[src/rtl/i2crb_pkg.sv]
package i2crb_pkg;
  typedef enum logic [2:0] {
    S_IDLE,
    S_ADDR,
    S_AACK,
    S_RX,
    S_RXACK,
    S_TX,
    S_TXACK,
    S_TXNEXT
  } st_t;

  localparam logic [5:0] ADDR_PREFIX = 6'b001000;
endpackage

[src/rtl/i2crb_line_sync.sv]
module i2crb_line_sync #(
  parameter int STAGES = 2
) (
  input  logic clk,
  input  logic rst_n,
  input  logic scl_i,
  input  logic sda_i,
  output logic scl_s,
  output logic sda_s,
  output logic scl_rise,
  output logic scl_fall,
  output logic start_det,
  output logic stop_det
);
  logic [STAGES-1:0] scl_pipe, sda_pipe;
  logic scl_q, sda_q;

  always_ff @(posedge clk or negedge rst_n) begin
    if (!rst_n) begin
      scl_pipe <= '1;
      sda_pipe <= '1;
      scl_q    <= 1'b1;
      sda_q    <= 1'b1;
    end else begin
      scl_pipe <= {scl_pipe[STAGES-2:0], scl_i};
      sda_pipe <= {sda_pipe[STAGES-2:0], sda_i};
      scl_q    <= scl_pipe[STAGES-1];
      sda_q    <= sda_pipe[STAGES-1];
    end
  end

  assign scl_s     = scl_pipe[STAGES-1];
  assign sda_s     = sda_pipe[STAGES-1];
  assign scl_rise  = scl_s & ~scl_q;
  assign scl_fall  = ~scl_s & scl_q;
  assign start_det = scl_s & scl_q & sda_q & ~sda_s;
  assign stop_det  = scl_s & scl_q & ~sda_q & sda_s;
endmodule

[src/rtl/i2crb_regs.sv]
module i2crb_regs #(
  parameter int NREG     = 8,
  parameter int STAT_IDX = 6,
  parameter int RO_IDX   = 1,
  localparam int IDX_W   = $clog2(NREG)
) (
  input  logic              clk,
  input  logic              rst_n,
  input  logic              we,
  input  logic [6:0]        widx,
  input  logic [7:0]        wdata,
  input  logic [6:0]        ridx,
  input  logic [7:0]        status_in,
  input  logic [1:0]        flags_in,
  output logic [7:0]        rdata,
  output logic [NREG*8-1:0] regs_flat
);
  logic [7:0] view [NREG];

  for (genvar i = 0; i < NREG; i++) begin : g_reg
    if (i == STAT_IDX) begin : g_stat
      assign view[i] = status_in;
    end else if (i == RO_IDX) begin : g_mixed
      logic [5:0] q;
      logic       en;
      assign en = we && (widx == 7'(i));
      always_ff @(posedge clk or negedge rst_n) begin
        if (!rst_n)  q <= '0;
        else if (en) q <= wdata[5:0];
      end
      assign view[i] = {flags_in, q};
    end else begin : g_rw
      logic [7:0] q;
      logic       en;
      assign en = we && (widx == 7'(i));
      always_ff @(posedge clk or negedge rst_n) begin
        if (!rst_n)  q <= '0;
        else if (en) q <= wdata;
      end
      assign view[i] = q;
    end
    assign regs_flat[i*8 +: 8] = view[i];
  end

  assign rdata = (ridx < 7'(NREG)) ? view[ridx[IDX_W-1:0]] : 8'h00;
endmodule

[src/rtl/i2crb_proto.sv]
module i2crb_proto
  import i2crb_pkg::*;
#(
  parameter int NREG = 8
) (
  input  logic       clk,
  input  logic       rst_n,
  input  logic       sda_s,
  input  logic       scl_rise,
  input  logic       scl_fall,
  input  logic       start_det,
  input  logic       stop_det,
  input  logic       strap_lsb,
  input  logic [7:0] rdata,
  output logic       sda_oe,
  output logic       we,
  output logic [7:0] wdata,
  output logic [6:0] ptr_idx,
  output st_t        state
);
  st_t        st_q, st_d;
  logic [3:0] cnt_q, cnt_d;
  logic [7:0] sr_q, sr_d;
  logic       rw_q, rw_d, have_q, have_d, auto_q, auto_d, oe_q, oe_d;
  logic [6:0] idx_q, idx_d, idx_adv;
  logic       do_load;

  assign idx_adv = (idx_q == 7'(NREG-1)) ? 7'd0 : idx_q + 7'd1;

  always_comb begin
    st_d = st_q; cnt_d = cnt_q; sr_d = sr_q; rw_d = rw_q; have_d = have_q;
    auto_d = auto_q; idx_d = idx_q; oe_d = oe_q;
    we = 1'b0; do_load = 1'b0;
    if (stop_det) begin
      st_d = S_IDLE; oe_d = 1'b0;
    end else if (start_det) begin
      st_d = S_ADDR; cnt_d = '0; oe_d = 1'b0;
    end else begin
      unique case (st_q)
        S_IDLE: ;
        S_ADDR: begin
          if (scl_rise) begin
            sr_d = {sr_q[6:0], sda_s}; cnt_d = cnt_q + 4'd1;
          end else if (scl_fall && cnt_q == 4'd8) begin
            if (sr_q[7:1] == {ADDR_PREFIX, strap_lsb}) begin
              rw_d = sr_q[0]; oe_d = 1'b1; st_d = S_AACK;
            end else begin
              st_d = S_IDLE;
            end
          end
        end
        S_AACK: if (scl_fall) begin
          if (rw_q) do_load = 1'b1;
          else begin
            oe_d = 1'b0; cnt_d = '0; have_d = 1'b0; st_d = S_RX;
          end
        end
        S_RX: begin
          if (scl_rise) begin
            sr_d = {sr_q[6:0], sda_s}; cnt_d = cnt_q + 4'd1;
          end else if (scl_fall && cnt_q == 4'd8) begin
            oe_d = 1'b1; st_d = S_RXACK;
            if (!have_q) begin
              auto_d = sr_q[7]; idx_d = sr_q[6:0]; have_d = 1'b1;
            end else begin
              we = 1'b1;
              if (auto_q) idx_d = idx_adv;
            end
          end
        end
        S_RXACK: if (scl_fall) begin
          oe_d = 1'b0; cnt_d = '0; st_d = S_RX;
        end
        S_TX: begin
          if (scl_rise) cnt_d = cnt_q + 4'd1;
          else if (scl_fall) begin
            if (cnt_q == 4'd8) begin
              oe_d = 1'b0; st_d = S_TXACK;
            end else begin
              sr_d = {sr_q[6:0], 1'b0}; oe_d = ~sr_q[6];
            end
          end
        end
        S_TXACK: if (scl_rise) st_d = sda_s ? S_IDLE : S_TXNEXT;
        S_TXNEXT: if (scl_fall) do_load = 1'b1;
        default: st_d = S_IDLE;
      endcase
      if (do_load) begin
        sr_d = rdata; oe_d = ~rdata[7]; cnt_d = '0; st_d = S_TX;
        if (auto_q) idx_d = idx_adv;
      end
    end
  end

  always_ff @(posedge clk or negedge rst_n) begin
    if (!rst_n) begin
      st_q <= S_IDLE; cnt_q <= '0; sr_q <= '0; rw_q <= 1'b0; have_q <= 1'b0;
      auto_q <= 1'b0; idx_q <= '0; oe_q <= 1'b0;
    end else begin
      st_q <= st_d; cnt_q <= cnt_d; sr_q <= sr_d; rw_q <= rw_d; have_q <= have_d;
      auto_q <= auto_d; idx_q <= idx_d; oe_q <= oe_d;
    end
  end

  assign sda_oe  = oe_q;
  assign wdata   = sr_q;
  assign ptr_idx = idx_q;
  assign state   = st_q;
endmodule

[src/rtl/regbank_i2c_target.sv]
module regbank_i2c_target
  import i2crb_pkg::*;
#(
  parameter int NREG        = 8,
  parameter int STAT_IDX    = 6,
  parameter int RO_IDX      = 1,
  parameter int SYNC_STAGES = 2
) (
  input  logic              clk,
  input  logic              rst_n,
  input  logic              scl_i,
  input  logic              sda_i,
  output logic              sda_oe,
  input  logic              strap_lsb,
  input  logic [7:0]        status_in,
  input  logic [1:0]        flags_in,
  output logic [NREG*8-1:0] regs_flat
);
  logic scl_s, sda_s, scl_rise, scl_fall, start_det, stop_det;
  logic we;
  logic [7:0] wdata, rdata;
  logic [6:0] ptr_idx;
  st_t fsm_state;

  i2crb_line_sync #(.STAGES(SYNC_STAGES)) u_sync (
    .clk(clk), .rst_n(rst_n), .scl_i(scl_i), .sda_i(sda_i),
    .scl_s(scl_s), .sda_s(sda_s), .scl_rise(scl_rise), .scl_fall(scl_fall),
    .start_det(start_det), .stop_det(stop_det)
  );

  i2crb_proto #(.NREG(NREG)) u_proto (
    .clk(clk), .rst_n(rst_n), .sda_s(sda_s), .scl_rise(scl_rise),
    .scl_fall(scl_fall), .start_det(start_det), .stop_det(stop_det),
    .strap_lsb(strap_lsb), .rdata(rdata), .sda_oe(sda_oe), .we(we),
    .wdata(wdata), .ptr_idx(ptr_idx), .state(fsm_state)
  );

  i2crb_regs #(.NREG(NREG), .STAT_IDX(STAT_IDX), .RO_IDX(RO_IDX)) u_regs (
    .clk(clk), .rst_n(rst_n), .we(we), .widx(ptr_idx), .wdata(wdata),
    .ridx(ptr_idx), .status_in(status_in), .flags_in(flags_in),
    .rdata(rdata), .regs_flat(regs_flat)
  );
endmodule

[config.mk]
export PLATFORM = sky130hd
export DESIGN_NAME = regbank_i2c_target
export DESIGN_NICKNAME = d
export VERILOG_FILES = /design/src/rtl/i2crb_pkg.sv /design/src/rtl/i2crb_line_sync.sv /design/src/rtl/i2crb_regs.sv /design/src/rtl/i2crb_proto.sv /design/src/rtl/regbank_i2c_target.sv
export SDC_FILE = /design/constraint.sdc
export NUM_CORES = 1
export LEC_CHECK = 0
export ABC_CLOCK_PERIOD_IN_PS = 3200
export BUFFER_PORTS_ARGS = -buffer_cell sky130_fd_sc_hd__buf_2
export CAP_MARGIN = 20
export CORE_MARGIN = 4
export CORE_UTILIZATION = 57
export DETAILED_ROUTE_END_ITERATION = 8
export GPL_ROUTABILITY_DRIVEN = 1
export PLACE_DENSITY = 0.8
export SKIP_LAST_GASP = 1
export SLEW_MARGIN = 0
export SYNTH_ARGS = -nofsm -noshare
export SYNTH_HDL_FRONTEND = slang
export SYNTH_HIERARCHICAL = 1
export SYNTH_SLANG_ARGS = --single-unit
[constraint.sdc]
create_clock -name clk -period 3.2 [get_ports clk]
set_input_delay 0.16 -clock clk [delete_from_list [all_inputs] [get_ports clk]]
set_output_delay 0.16 -clock clk [all_outputs]
set_load 0.05 [all_outputs]
Word-level counts from Yosys, hierarchy flattened
Cells that the tools add are included.

cells by class
  add/sub/neg operators = 2
  $lt $le $gt $ge = 2
  eq/ne operators = 39
  muxes and demuxes = 70
  bitwise operators = 18
  reduce and logical (&&, ||, !) cells = 24

operators with widths
  operator             number
  $mux 8               8
  $mux 7               8
  $mux 3               15
  $ne 5x3->1 const B   7
  $mux 1               25
  $bmux 8 s3           1
  $mux 4               6
  $eq 7x3->1 const B   3
  $ne 5x4->1 const B   4
  $pmux 3 s6           1
  $reduce_and 6->1     3
  $pmux 8 s2           1
  $eq 7x2->1 const B   2
  $reduce_and 7->1     2
  $eq 3x3->1 const B   4
  $pmux 4 s3           1
  $reduce_and 12->1    1
  $reduce_and 11->1    1
  $not 1->1            10
  $reduce_bool 9->1    1
  $logic_and 1x1->1    8
  $ne 4x2->1 const B   2
  $reduce_bool 8->1    1
  $add 7x1->7 const B  1
  other kinds (28)     39

word-level totals
  bits in registers = 86
  output and inout bits = 65

Depth between registers and ports, before layout
Gate-level depths: netlist of run 1.

  word-level depth = 9
  mapped depth = 10

Cells and area by module
The synthesis of run 1 kept the hierarchy.

by module, submodules not included
  module           instances  cells an instance  area an instance (µm²)
  i2crb_regs       1          178                2681.3
  i2crb_proto      1          231                1900.6
  i2crb_line_sync  1          10                 190.2

Worst setup path before layout of run 1
Ideal clock, no wire load.

  kind = register -> register
  from = reg u_sync.scl_q
  to = reg u_regs.g_reg[0].g_rw.q[0]
  library setup time = 0.125 ns
  arrival time = 2.687 ns
  data required time = 3.075 ns
  slack = 0.388 ns
  stages on the path, launching flop included = 10
  period minus slack after synthesis = 2.812 ns
  path through = dfstp_2 nor2b_1 nand3b_1 nor3_1 nand2_1 nor2_1 nor3b_2 and3b_1 buf_2 mux2_2

between the ends
  cells in the longest elaborated chain, start to end = 8
  elaborated cells on any way between the ends = 15
  classes of those cells = mux: 5; bitwise: 8; reduce/logical: 2

ends and longest elaborated chain
  what                    RTL line                  RTL
  from (decl)             i2crb_line_sync.sv:16     logic scl_q, sda_q;
  from (signal assigned)  i2crb_line_sync.sv:27     scl_q <= scl_pipe[STAGES-1];
  $and 1x1->1             i2crb_line_sync.sv:35     assign scl_fall = ~scl_s & scl_q;
  net scl_fall            regbank_i2c_target.sv:19  logic scl_s, sda_s, scl_rise, scl_fall, start_det, stop_det;
  $logic_and 1x1->1       i2crb_proto.sv:61         end else if (scl_fall && cnt_q == 4'd8) begin
  $mux 1                  i2crb_proto.sv:61
  $mux 1                  i2crb_proto.sv:59         if (scl_rise) begin
  $mux 1                  i2crb_proto.sv:39         unique case (st_q)
  $mux 1                  i2crb_proto.sv:36         end else if (start_det) begin
  $mux 1                  i2crb_proto.sv:34         if (stop_det) begin
  net we                  regbank_i2c_target.sv:20  logic we;
  $logic_and 1x1->1       i2crb_regs.sv:35          assign en = we && (widx == 7'(i));
  to (signal assigned)    i2crb_regs.sv:38          else if (en) q <= wdata;
  to (decl)               i2crb_regs.sv:33          logic [7:0] q;

The timed path passes the listed nets, and every way through them passes these cells.
A chain may end at the register's enable or synchronous reset.

Worst setup path in the final report of run 1
  from = reg u_sync.scl_q
  to = reg u_regs.g_reg[0].g_rw.q[1]

Same word-level chain as after synthesis.

==> impl_metrics.tcl, run 1 <==
set metrics [dict create \
    finalSetupViolCount 0 \
    synth_edf_count 0 \
    timing.final.crit_share 0.920 \
    syn_inst 419 \
    dp_cells 584 \
    tightestPinTransition_ns 0.794 \
    die_y_microns 99.5 \
    stdcell_count 603 \
    initial_core_util 0.584 \
    max_freq_mhz 340 \
    path_cells "nor2b_1, nand3b_1, nor3_1, nand2_1, nor2_1, nor3b_2, and3b_1, mux2_2" \
    drtIter0Drc 261 \
    clk_path_buf_depth 2 \
    cp_slowest_cell "dfstp_2" \
    slew_headroom 0.466 \
    routed_via_density 6.33 \
    power.density_nw_per_um2 543 \
    worst_setup_path_end_kind "flop" \
    gp_congestion 0.906 \
    area_growth_syn_to_layout_pct 15.3 \
    r2r_setup_slack_ns 0.26 \
    hp-class "in2async" \
    clock_sinks 86 \
    drv_slew 0 \
    worstPathRequired_ns 3.45 \
    cap_viol_max_count 0 \
    reg2reg_from "u_sync/scl_q$_DFF_PN1_" \
    cts_tree "built" \
    final_common_cell "dfrtp_1" \
    grt_max_degree 87 \
    fin_crit_ns 2.94 \
    num_rows 33 \
    synth_area_sq_um 4770 \
    rsz0062_at_grt "no" \
    cp_max_fo 8 \
    h-tree-depth 3 \
    critPathLaunch "u_sync/scl_q$_DFF_PN1_" \
    clockRootBuffer "clkbuf_8" \
    antenna_left 0 \
    drive_gt1_frac 0.408 \
    synth_nets 437 \
    vias 3818 \
    tns_ns 0 \
    grt_pass1_vias 3772 \
    antenna_cells 0 \
    fin_util 0.673 \
    slowest_delay_ns 0.55 \
    wirelength_microns 12000 \
    worstSetupStartpointType "flop" \
    grt-ovfl-total 0 \
    antenna_found_initial 0 \
    first_pass_iters 5 \
    dieArea_sq_um 9900 \
    yosysSeqAreaShare 0.453 \
    reg2reg_to "u_regs/g_reg[0].g_rw.q[1]$_DFFE_PN0P_" \
    dpl.hpwl_microns 8310 \
    fin_nets 512 \
    core_sq_um 8180 \
    ys_ff_latch 86 \
    p_leak_nw 2.63 \
    worstRegToRegCells 8 \
    crit_type "reg2reg" \
    synthFlopType "dfrtp_1" \
    cts_resized 0 \
    syn_avg_cell_area_sq_um 11.4 \
    clock_latency_ns 0.36 \
    fp.dieW_microns 99.5 \
    post_cts_buffers 0 \
    synthArstFlopShare 1.00 \
    status "complete, no violations" \
    ys_types 66 \
    grt_pass1_wl_microns 19400 \
    wire_per_inst_microns 20.0 \
    ir_drop_mv 0.296 \
    hold_viol 0 \
    arrival_ns 3.19 \
    final_cell_mix "dfrtp_1 (80), buf_2 (78), mux2_2 (61)" \
    hold_buffers 2 \
    numCtsBuffers 9 \
    ys.warnings.count 6 \
    drc 0 \
    grt_usage 0.251 \
    skew_ns 0.00969 \
    port_buffers 79 \
    ios 80 \
    clkSlewWorstSetupHoldPaths_ns 0.09 \
]
cell type report:
type | instances | area [sq um]
Sequential cell | 86 | 2160
Clock buffer | 9 | 124
Clock inverter | 6 | 95.1
Timing Repair Buffer | 92 | 536
Fill cell | 620 | 2670
Inverter | 17 | 63.8
Multi-Input combinational cell | 288 | 2390
Tap cell | 105 | 131
cell usage after synthesis (all sizes together), types with 5 or more instances:
cell,number,share of area
inv,16,0.013
nor2b,6,0.0079
clkbuf,9,0.0071
nor4,6,0.012
nor2,13,0.010
dfstp,6,0.033
o21ai,30,0.031
a21oi,11,0.014
nand2,37,0.030
mux4,16,0.076
mux2,63,0.15
dfrtp,80,0.42
nor3,6,0.0063
nand3,20,0.022
buf,19,0.026
or3,5,0.0066
logic make-up (layout without fill, tap and decap cells):
logic type               count (synthesis)  count (layout)  share of synthesized area
AO/OA/AOI/OAI                           73              73                      0.101
XOR/XNOR                                 4               4                    0.00734
flip-flops                              86              86                      0.453
buffers and inverters                   45             124                     0.0461
multiplexers                            83              83                      0.233
adder cells (fa/ha/maj)                  3               3                    0.00787
AND/OR/NAND/NOR                        125             125                      0.153
where the power goes:
group / leakage, nW / internal [mW] / switching [mW]
sequential: 1.16 / 1.18 / 0.258
clock: 0.104 / 0.444 / 0.419
combinational: 1.37 / 0.285 / 0.403
total: 2.63 / 1.91 / 1.08
flip-flops by register name, indices dropped and copies added (netlist names):
name / count
u_proto/ptr_idx: 7
u_regs/g.g_rw.q: 48
u_sync/scl_q: 1
u_regs/g.g_mixed.q: 6
u_proto/state: 3
u_proto/rw_q: 1
u_proto/have_q: 1
u_proto/sda_oe: 1
u_proto/wdata: 8
u_proto/auto_q: 1
u_sync/sda_pipe: 2
u_sync/scl_pipe: 2
u_sync/sda_q: 1
u_proto/cnt_q: 4
metal layers:
metal	vias to the layer above	global-route usage	routed length, microns
li1	1698	-	-
met1	1876	0.345	4880
met2	211	0.389	5820
met3	33	0.0470	1030
met4	0	0.113	318
met5	-	0	0
worst max-delay path: cells and delay by family, from the launching register on:
family        cells  cell delay [ns]
flops             1             0.55
mux               1             0.39
simple gates      7             1.89
stage by stage:
stage | cell area [sq um] | hold slack (ns) | setup slack (ns) | total power [mW]
after floorplan | 4770 | -0.136 | 0.388 | 1.86
after global placement | 5230 | 0.266 | 0.470 | 2.08
after detailed placement | 5230 | 0.268 | 0.346 | 2.11
after CTS | 5460 | 0.0258 | 0.313 | 2.98
after global routing | 5500 | 0.178 | 0.0889 | 3.12
final | 5500 | 0.171 | 0.255 | 2.99
worst max-delay path by stage:
stage               cells after the start                                     to
floorplan                               9  u_regs/g_reg[0].g_rw.q[0]$_DFFE_PN0P_
global placement                        8  u_regs/g_reg[0].g_rw.q[1]$_DFFE_PN0P_
detailed placement                      8  u_regs/g_reg[0].g_rw.q[6]$_DFFE_PN0P_
CTS                                     8  u_regs/g_reg[0].g_rw.q[1]$_DFFE_PN0P_
global route                            8  u_regs/g_reg[0].g_rw.q[2]$_DFFE_PN0P_
finish                                  8  u_regs/g_reg[0].g_rw.q[1]$_DFFE_PN0P_
Power figures use the tool's default switching activity.
==> run 2: changes to the inputs <==
--- a/config.mk
+++ b/config.mk
@@ -12,7 +12,7 @@
 export CORE_UTILIZATION = 57
 export DETAILED_ROUTE_END_ITERATION = 8
 export GPL_ROUTABILITY_DRIVEN = 1
-export PLACE_DENSITY = 0.8
+export PLACE_DENSITY = 0.86
 export SKIP_LAST_GASP = 1
 export SLEW_MARGIN = 0
 export SYNTH_ARGS = -nofsm -noshare
==> run 2 against run 1 <==
Against the previous run: global-route usage increased by 1.4 points; critical endpoint is now u_regs/g_reg[0].g_rw.q[6]$_DFFE_PN0P_; cell count increased by 0.33%; hold slack improved by 0.055 ns; sequential share of layout area increased by 0.16 points; non-clock buffer count increased by 2; critical path type unchanged; utilization decreased by 0.28 points.
==> impl_metrics.tcl, run 2 (synthesis results as in run 1) <==
set metrics [dict create \
    num_rows 33 \
    tns_ns 0 \
    ir_drop_mv 0.297 \
    cp_max_fo 8 \
    antenna_left 0 \
    cap_viol_max_count 0 \
    final_cell_mix "dfrtp_1 (80), buf_2 (78), mux2_2 (61)" \
    place_ws_ns 0.426 \
    crit_type "reg2reg" \
    slew_headroom 0.500 \
    worstPathRequired_ns 3.44 \
    wirelength_microns 12600 \
    largest_register "u_regs/g.g_rw.q" \
    status "complete, no violations" \
    h-tree-depth 3 \
    drc 0 \
    reg2reg_from "u_proto/cnt_q[0]$_DFFE_PN0P_" \
    cp_slowest_cell "and3b_1" \
    total_power_mw 2.89 \
    fin_crit_ns 2.91 \
    dieArea_sq_um 9900 \
    port_buffers 79 \
    antenna_cells 0 \
    worstRegToRegCells 9 \
    tightestPinTransition_ns 0.743 \
    grt_pass1_vias 4042 \
    max_freq_mhz 344 \
    reg2reg_to "u_regs/g_reg[0].g_rw.q[6]$_DFFE_PN0P_" \
    setup_slack_ns 0.290 \
    rsz0062_at_grt "no" \
    ios 80 \
    slowest_delay_ns 0.47 \
    clock_sinks 86 \
    drv_slew 0 \
    power.density_nw_per_um2 528 \
    hold_viol 0 \
    path_buf_inv 1 \
    gp_congestion 0.924 \
    dpl.hpwl_microns 8520 \
    drtIter0Drc 313 \
    grt_usage 0.264 \
    skew_ns 0.0157 \
    path_cells "inv_1, ha_1, nand3b_1, nor3_1, nand2_1, nor2_1, nor3b_2, and3b_1, mux2_2" \
    initial_core_util 0.584 \
    area_growth_syn_to_layout_pct 14.8 \
    post_cts_buffers 0 \
    die_y_microns 99.5 \
    numCtsBuffers 9 \
    clockRootBuffer "clkbuf_8" \
    grt_max_degree 87 \
    largest_register_ffs 48 \
    clock_latency_ns 0.36 \
    whs_ns 0.226 \
    arrival_ns 3.15 \
    wire_per_inst_microns 20.8 \
    dp_cells 586 \
    hp-class "in2async" \
    final_common_cell "dfrtp_1" \
    timing.final.crit_share 0.909 \
    fin_nets 514 \
    cp_top_family "simple AND/OR/NAND/NOR gates" \
    clk_path_buf_depth 2 \
    grt_pass1_wl_microns 20800 \
    routed_via_density 6.54 \
    drive_gt1_frac 0.410 \
    antenna_found_initial 0 \
    finalSetupViolCount 0 \
    grt-ovfl-total 0 \
    worst_setup_path_end_kind "flop" \
    fp.dieW_microns 99.5 \
    worstSetupStartpointType "flop" \
    stdcell_count 605 \
    cts_resized 0 \
    hold_buffers 2 \
    r2r_setup_slack_ns 0.29 \
    first_pass_iters 5 \
    clkSlewWorstSetupHoldPaths_ns 0.09 \
    p_leak_nw 2.62 \
    vias 3957 \
    core_sq_um 8180 \
    critPathLaunch "u_proto/cnt_q[0]$_DFFE_PN0P_" \
    cts_tree "built" \
]
[run 2: how the worst max path moves through the flow]
stage,endpoint,slack [ns],depth (start not counted)
2_1_floorplan,u_regs/g_reg[0].g_rw.q[0]$_DFFE_PN0P_,0.39,9
3_3_place_gp,u_regs/g_reg[0].g_rw.q[0]$_DFFE_PN0P_,0.59,9
3_5_place_dp,u_regs/g_reg[0].g_rw.q[6]$_DFFE_PN0P_,0.43,9
4_1_cts,u_regs/g_reg[0].g_rw.q[6]$_DFFE_PN0P_,0.40,9
5_1_grt,u_regs/g_reg[0].g_rw.q[0]$_DFFE_PN0P_,0.14,9
6_report,u_regs/g_reg[0].g_rw.q[6]$_DFFE_PN0P_,0.29,9
[run 2: per-layer routing]
layer / track usage / up-vias / share of wire
li1: - / 1704 / -
met1: 0.350 / 1959 / 0.39
met2: 0.419 / 238 / 0.48
met3: 0.0547 / 56 / 0.079
met4: 0.125 / 0 / 0.042
met5: 0 / - / 0
[run 2: cell type report]
type	instances	area, sq um
well taps	105	131
multi-input cells	288	2390
inverters	17	63.8
flip-flops and latches	86	2160
clock inverters	6	70.1
fillers	572	2700
repair buffers	94	538
clock buffers	9	124
[run 2: worst register-to-register path, cell delays in order (launching register included)]
cell      delay, ns
dfrtp_1        0.42
inv_1          0.09
ha_1           0.16
nand3b_1       0.25
nor3_1         0.30
nand2_1        0.13
nor2_1         0.23
nor3b_2        0.36
and3b_1        0.47
mux2_2         0.40
[run 2: through the flow]
| step | util | area [sq um] |
|---|---|---|
| floorplan | - | 4770 |
| global placement | 0.639 | 5230 |
| detailed placement | 0.639 | 5230 |
| CTS | 0.666 | 5440 |
| global route | 0.670 | 5480 |
| finish | 0.670 | 5480 |
[run 2: where the power goes]
| part | switching, mW | internal [mW] |
|---|---|---|
| combinational | 0.437 | 0.294 |
| sequential | 0.222 | 1.18 |
| clock | 0.399 | 0.362 |
